$ cat src/rtl/nmi_edge_guard.sv
module nmi_edge_guard #(
  parameter int SYNC_STAGES  = 2,
  parameter int BLANK_CYCLES = 6,
  parameter int LEVEL_W      = 5,
  parameter int NMI_LEVEL    = 16,
  parameter bit RESET_RISE   = 1'b1
) (
  input  logic               clk,
  input  logic               rst_n,
  input  logic               pin_i,
  input  logic               sel_rise_i,
  input  logic               sel_wr_i,
  input  logic               ack_i,
  output logic               pend_o,
  output logic [LEVEL_W-1:0] prio_o
);

  localparam int CW = $clog2(BLANK_CYCLES + 1);
  localparam logic [CW-1:0] CNT_LOAD = CW'(BLANK_CYCLES);

  logic [SYNC_STAGES-1:0] sync_q;
  logic                   prev_q;
  logic                   rise_q;
  logic [CW-1:0]          blank_q;
  logic                   pend_q;

  wire level   = sync_q[SYNC_STAGES-1];
  wire blanked = (blank_q != '0) || sel_wr_i;
  wire hit     = !blanked && (rise_q ? (level && !prev_q) : (!level && prev_q));

  always_ff @(posedge clk or negedge rst_n) begin
    if (!rst_n) begin
      sync_q <= '0;
      prev_q <= 1'b0;
    end else begin
      sync_q <= {sync_q[SYNC_STAGES-2:0], pin_i};
      prev_q <= level;
    end
  end

  always_ff @(posedge clk or negedge rst_n) begin
    if (!rst_n) begin
      rise_q  <= RESET_RISE;
      blank_q <= CNT_LOAD;
    end else if (sel_wr_i) begin
      rise_q  <= sel_rise_i;
      blank_q <= CNT_LOAD;
    end else if (blank_q != '0) begin
      blank_q <= blank_q - 1'b1;
    end
  end

  always_ff @(posedge clk or negedge rst_n) begin
    if (!rst_n) pend_q <= 1'b0;
    else        pend_q <= hit || (pend_q && !ack_i);
  end

  assign pend_o = pend_q;
  assign prio_o = pend_q ? LEVEL_W'(NMI_LEVEL) : '0;

  a_r5_hold_without_ack: assert property (@(posedge clk) disable iff (!rst_n)
    (pend_o && !ack_i) |=> pend_o);

  a_r5_clear_needs_ack: assert property (@(posedge clk) disable iff (!rst_n)
    $fell(pend_o) |-> $past(ack_i));

  a_r7_window_reload: assert property (@(posedge clk) disable iff (!rst_n)
    sel_wr_i |=> (blank_q == CNT_LOAD));

  a_r7_no_set_in_window: assert property (@(posedge clk) disable iff (!rst_n)
    $rose(pend_o) |-> ($past(blank_q) == '0 && !$past(sel_wr_i)));

  a_r9_level_tracks: assert property (@(posedge clk) disable iff (!rst_n)
    (prio_o != '0) == pend_o);

endmodule

$ cat config.mk
export PLATFORM = sky130hd
export DESIGN_NAME = nmi_edge_guard
export DESIGN_NICKNAME = d
export VERILOG_FILES = /design/src/rtl/nmi_edge_guard.sv
export SDC_FILE = /design/constraint.sdc
export NUM_CORES = 1
export LEC_CHECK = 0
export BUFFER_PORTS_ARGS = -buffer_cell sky130_fd_sc_hd__buf_2
export CORE_AREA = 2 2 39 41
export CTS_CLUSTER_SIZE = 14
export DETAILED_ROUTE_END_ITERATION = 10
export DIE_AREA = 0 0 41 43
export GPL_TIMING_DRIVEN = 1
export PLACE_DENSITY = 0.54
export SLEW_MARGIN = 20
export SYNTH_ARGS = -nofsm -noshare
export SYNTH_HDL_FRONTEND = slang
export SYNTH_SLANG_ARGS = --single-unit
$ cat constraint.sdc
create_clock -name clk -period 1.3 [get_ports clk]
set_clock_uncertainty 0.05 [all_clocks]
set_input_delay 0.13 -clock clk [delete_from_list [all_inputs] [get_ports clk]]
set_output_delay 0.13 -clock clk [all_outputs]
set_load 0.01 [all_outputs]
==> metrics.txt, run 1 <==
NumNets Final 53; Final Setup Violations 0; Worst Hold Class primary input to flop; Worst EP required 1.42 ns; Slew Limit Fails 0; post-synthesis cell type count 16; DRT Wirelength 562 um; XOR/XNOR share of the synthesized area 2.27%; Area growth syn-to-layout 22.1%; H-tree Lvls 1; CP max FO 2; postcts setup bufs 0; Die Y 43 um; Post-DRT Antenna Nets 0; dpl ws 0.0239 ns; type of the worst setup path flop to flop; # clock sinks 8; Fin. Hold Viols 0; Seq cells post-synth 8; row cnt 14; core area 0.00138 mm^2; Post-Synth Adder-Cell Area 6.49%; post-synthesis compound-gate area fraction 8.77%; via count 237; Data arrival, critical path 1.35 ns; DRC viols 0; gate count of the mapped netlist 32; Vias/cell 3.95; 1st-pass router iterations 2; Placer Congestion 0.633; Max-Cap Viols 0; DR WL/cell 9.37 um; ys flop type dfrtp_1; first-pass GRT wire length 883 um; Pint 453 uW; RSZ-0062 raised after global routing false; total design power 602 uW; synthesized area 385 um^2; largest family of logic cells by synthesized area buffers and inverters; Simple-Gate Fraction of Synth Area 9.42%; Critical Path Max Stage Delay 0.51 ns; Lkg Pwr 0.237 nW; Reg power frac 48.9%; sw frac 24.7%; critical path launch point type flop; leading cell type in the layout, fill and taps excluded buf_2; Antenna diodes 0; slowest CP cell dfstp_2; Crit. End Element flop; Hold Slack 0.0103 ns; Total GRT Usage 7.61%; number of port buffers 7; Worst VDD drop 0.586 mV; CP delay by family, top flip-flops; Comb power frac 17.1%; vias in the first global route 231; f_max 813 MHz; GR Overflow Total 0; drt initial violations 4; Final Critical Period 1.23 ns; Ys Warns 0; share of the cycle needed by the critical path after routing 94.6%; Buf/Inv on CP 1; Clk pwr share 34.0%; outcome finished, final reports clean; Critical Path, Cell by Cell inv_1 -> ha_2 -> mux2i_1 -> or2_1; clk root buf clkbuf_4; Post-synth EDFFs 0; clk_lat worst skew 0.25 ns; Sw Pwr 148 uW; CTS max path bufs 2; final setup margin 0.0697 ns; Power Dens Cells 1280 mW/mm^2; share of layout cells above drive strength 1 40.9%; Reg clk slew, reported paths 0.05 ns; sequential fraction of the synthesis area 52.9%; Inserted Clock Buffers 3; CTS tree done; die area 0.00176 mm^2; Setup TNS 0 ns; largest net degree at the start of global routing 9; Ports 12; Post-synth ARST share 100%; initial antenna violation count 0; post-synthesis mux area share 5.52%; commonest non-fill, non-tap cells in the layout 7 x buf_2, 5 x dfrtp_1, 4 x inv_1, 4 x conb_1; Fillers 145; initial cell density of the core 27.8%; Die Width 41 um; syn avg cell area 12.0 um^2
## cell type report
cell class / count / area, um^2 / share of cell area (%)
flip-flops and latches: 8 / 204 / 43.4
clock buffers: 4 / 26.3 / 5.59
well taps: 16 / 20.0 / 4.26
repair buffers: 10 / 62.6 / 13.3
multi-input cells: 18 / 143 / 30.3
inverters: 4 / 15.0 / 3.19
## cells in the mapped netlist, types with 2 or more instances
library cell  n  area share, %
inv_1         4            3.9
dfrtp_1       5             32
buf_4         5            9.7
a21oi_1       2            2.6
dfstp_2       3             20
ha_1          2            6.5
nor2_1        2            1.9
## power groups by stage
stage | logic (mW) | registers, mW | clock network [mW]
detailed placement | 0.0980 | 0.298 | 0
finish | 0.103 | 0.294 | 0.205
CTS | 0.103 | 0.294 | 0.214
global route | 0.117 | 0.296 | 0.226
floorplan | 0.0747 | 0.296 | 0
global placement | 0.0965 | 0.298 | 0
## per-layer routing
layer  vias to the layer above  GRT usage (%)  wire length, um
met5                         -              0                0
met4                         0           6.00                0
met3                         0           2.09               26
met2                         8           11.6              268
met1                       112           8.33              267
li1                        117              -                -
## flip-flops by register name, indices dropped and copies added, names as in the netlist
signal and flops:
blank_q 3, pend_o 1, prev_q 1, rise_q 1, sync_q 2
## worst paths after layout
check | from | end | slack [ns] | cells after the start
setup / recovery | blank_q[1] | blank_q[1] | 0.07 | 4
hold / removal | ack_i | pend_o | 0.01 | 2
setup reg to reg | blank_q[1] | blank_q[1] | 0.07 | 4
hold reg to reg | sync_q[0] | sync_q[1] | 0.30 | 0
max in group asynchronous | rst_n | blank_q[1] | 0.77 | 2
min in group asynchronous | rst_n | sync_q[0] | 0.19 | 2
## through the flow
stage	instances	cell area [um^2]	util, %
floorplan	35	397	-
global placement	54	422	30.5
detailed placement	54	422	30.5
CTS	60	468	33.8
global route	60	470	34.0
finish	60	470	34.0
## logic make-up (layout without fill, tap and decap cells)
family                   Yosys count  count (layout)
multiplexers                       2               2
XOR/XNOR                           1               1
other                              1               4
adder cells (fa/ha/maj)            2               2
flip-flops                         8               8
buffers and inverters              9              18
AO/OA/AOI/OAI                      4               4
AND/OR/NAND/NOR                    5               5
## timing repair
action / 4_1_cts / 5_1_grt
endpoints found under the hold margin: 9 / 0
hold buffers: 2 / 0
setup endpoints to repair: 0 / 1
gates resized for setup: 0 / 1
Note: power is estimated with default switching activity, not from simulation.
==> run 2: changes to the inputs <==
==> constraint.sdc (replaced) <==
create_clock -name clk -period 1.1 [get_ports clk]
set_clock_uncertainty 0.05 [all_clocks]
set_input_delay 0.11 -clock clk [delete_from_list [all_inputs] [get_ports clk]]
set_output_delay 0.11 -clock clk [all_outputs]
set_load 0.01 [all_outputs]
==> run 2 against run 1 <==
Against the previous run: flip-flop and latch count is the same; via count grew 14%; critical path depth grew 1; the run now ends with setup timing left; maximum frequency shrank 0.22%; largest power group unchanged.
==> metrics.txt, run 2 (synthesis results as in run 1) <==
outcome finished with violations; violated checks setup timing; share of layout cells above drive strength 1 54.0% (+13 points); vias in the first global route 311 (+35%); dpl ws -0.130 ns (-0.154 ns); critical path launch point type flop; largest net degree at the start of global routing 9 (unchanged); Hold Slack 0.0403 ns (+0.0300 ns); 1st-pass router iterations 1 (-1); post-route cell area 541 um^2 (+15%); Lkg Pwr 0.265 nW (+12%); DRT Wirelength 639 um (+14%); Worst Hold Class primary input to flop; Fin. Hold Viols 0 (unchanged); Antenna diodes 0 (unchanged); Vias/cell 4.09 (+3.6%); initial cell density of the core 27.8% (unchanged); CP max FO 3 (+1); Fillers 140 (-3.4%); biggest regs blank_q (3), sync_q (2); via count 270 (+14%); slowest CP cell dfstp_2; core area 0.00138 mm^2 (unchanged); most flop-heavy register blank_q; Max-Cap Viols 0 (unchanged); Inserted Clock Buffers 3 (unchanged); CTS max path bufs 2 (unchanged); area of the multi-input gates 165 um^2 (+16%); RSZ-0062 raised after global routing true; leading cell type in the layout, fill and taps excluded buf_2; Power Dens Cells 1430 mW/mm^2 (+12%); DRC viols 0 (unchanged); R2R Setup Slk -0.13 ns (-0.20 ns); Slew Limit Fails 0 (unchanged); GR Overflow Total 0 (unchanged); first-pass GRT wire length 1170 um (+33%); RR Startpoint blank_q[1]; share of the cycle needed by the critical path after routing 112% (+17 points); clk root buf clkbuf_4; # clock sinks 8 (unchanged); worst hold start sel_wr_i; f_max 811 MHz (-0.22%); Ports 12 (unchanged); worst reg2reg endpoint blank_q[1]; Reg clk slew, reported paths 0.05 ns (about the same); Post-DP Area 464 um^2 (+10%); Placer Congestion 0.622 (-1.8%); Total GRT Usage 10.2% (+2.6 points); NumNets Final 59 (+11%); final setup margin -0.133 ns (-0.203 ns); commonest non-fill, non-tap cells in the layout 7 x buf_2, 6 x buf_4, 5 x dfrtp_1; Post-DRT Antenna Nets 0 (unchanged); Final Setup Violations 4 (+4); DR WL/cell 9.68 um (+3.4%); Critical Path, Cell by Cell inv_2 -> ha_4 -> nand2b_4 -> mux2i_1 -> or2_1; Data arrival, critical path 1.36 ns (about the same); Worst Hold Depth 2 (unchanged); drt initial violations 0 (-4); CTS tree done; Critical Path Max Stage Delay 0.52 ns (about the same); Worst EP required 1.23 ns (-0.19 ns); max reg flops 3 (unchanged); Worst VDD drop 0.693 mV (+18%); Crit. End Element flop; Final Critical Period 1.23 ns (+0.00270 ns); row cnt 14 (unchanged); Die Y 43 um (unchanged); R2R depth 5 (+1); number of port buffers 7 (unchanged); detailed placement HPWL 449 um; Worst Hold End blank_q[0]; clk_lat worst skew 0.25 ns (about the same); type of the worst setup path flop to flop; FF/Latch Area 204 um^2 (unchanged); H-tree Lvls 1 (unchanged); initial antenna violation count 0 (unchanged); Die Width 41 um (unchanged); Area growth syn-to-layout 40.3%; die area 0.00176 mm^2 (unchanged)
==> run 2: through the flow <==
stage / utilization, % / std cells / TNS, ns / total power [mW]
after floorplan: - / 35 / -0.0815 / 0.453
after global placement: 33.5 / 58 / -0.281 / 0.506
after detailed placement: 33.5 / 58 / -0.320 / 0.513
after CTS: 38.5 / 65 / -0.295 / 0.785
after global routing: 39.1 / 66 / -0.468 / 0.838
final: 39.1 / 66 / -0.290 / 0.776
==> run 2: final cells by class <==
| cell class | count | area share, % |
|---|---|---|
| timing repair buffer | 16 | 20.4 |
| inverter | 4 | 2.78 |
| tap | 16 | 3.70 |
| multi-input combinational | 18 | 30.6 |
| clock buffer | 4 | 4.86 |
| sequential | 8 | 37.7 |
==> run 2: power breakdown <==
part           switching, mW  leakage [nW]  total [mW]  internal [mW]
clock network         0.0987        0.0150       0.237          0.139
registers             0.0160        0.0930       0.350          0.334
logic                 0.0808         0.157       0.188          0.107
total                  0.196         0.265       0.776          0.580
==> run 2: repair_timing <==
item | 4_1_cts | 5_1_grt
hold buffers | 3 | 0
gates resized for setup | 4 | 0
buffers inserted | 0 | 1
pin swaps | 2 | 2
endpoints found under the setup margin | 4 | 4
hold endpoints to repair | 10 | 0
==> run 2: worst max-delay path, delay by kind of cell, from the launching register on <==
family                     cells  cell delay [ns]
DFF                            1             0.52
and+or+nand+nor                2             0.31
adders and majority gates      1             0.16
muxes                          1             0.06
buffers and inverters          1             0.05
==> run 2: how the worst max path moves through the flow <==
stage,to,start,cells past startpoint
floorplan,blank_q[1],blank_q[1],5
global placement,blank_q[1],blank_q[1],5
detailed placement,blank_q[1],blank_q[1],5
CTS,blank_q[1],blank_q[1],5
global route,blank_q[1],blank_q[1],5
finish,blank_q[1],blank_q[1],5
==> run 2: layer usage <==
layer	global-route usage (%)	part of all wire (%)	wire length, um
met5	0	0	0
met3	3.14	4.5	29
met4	8.00	0	0
met1	12.2	39	249
met2	14.4	56	360
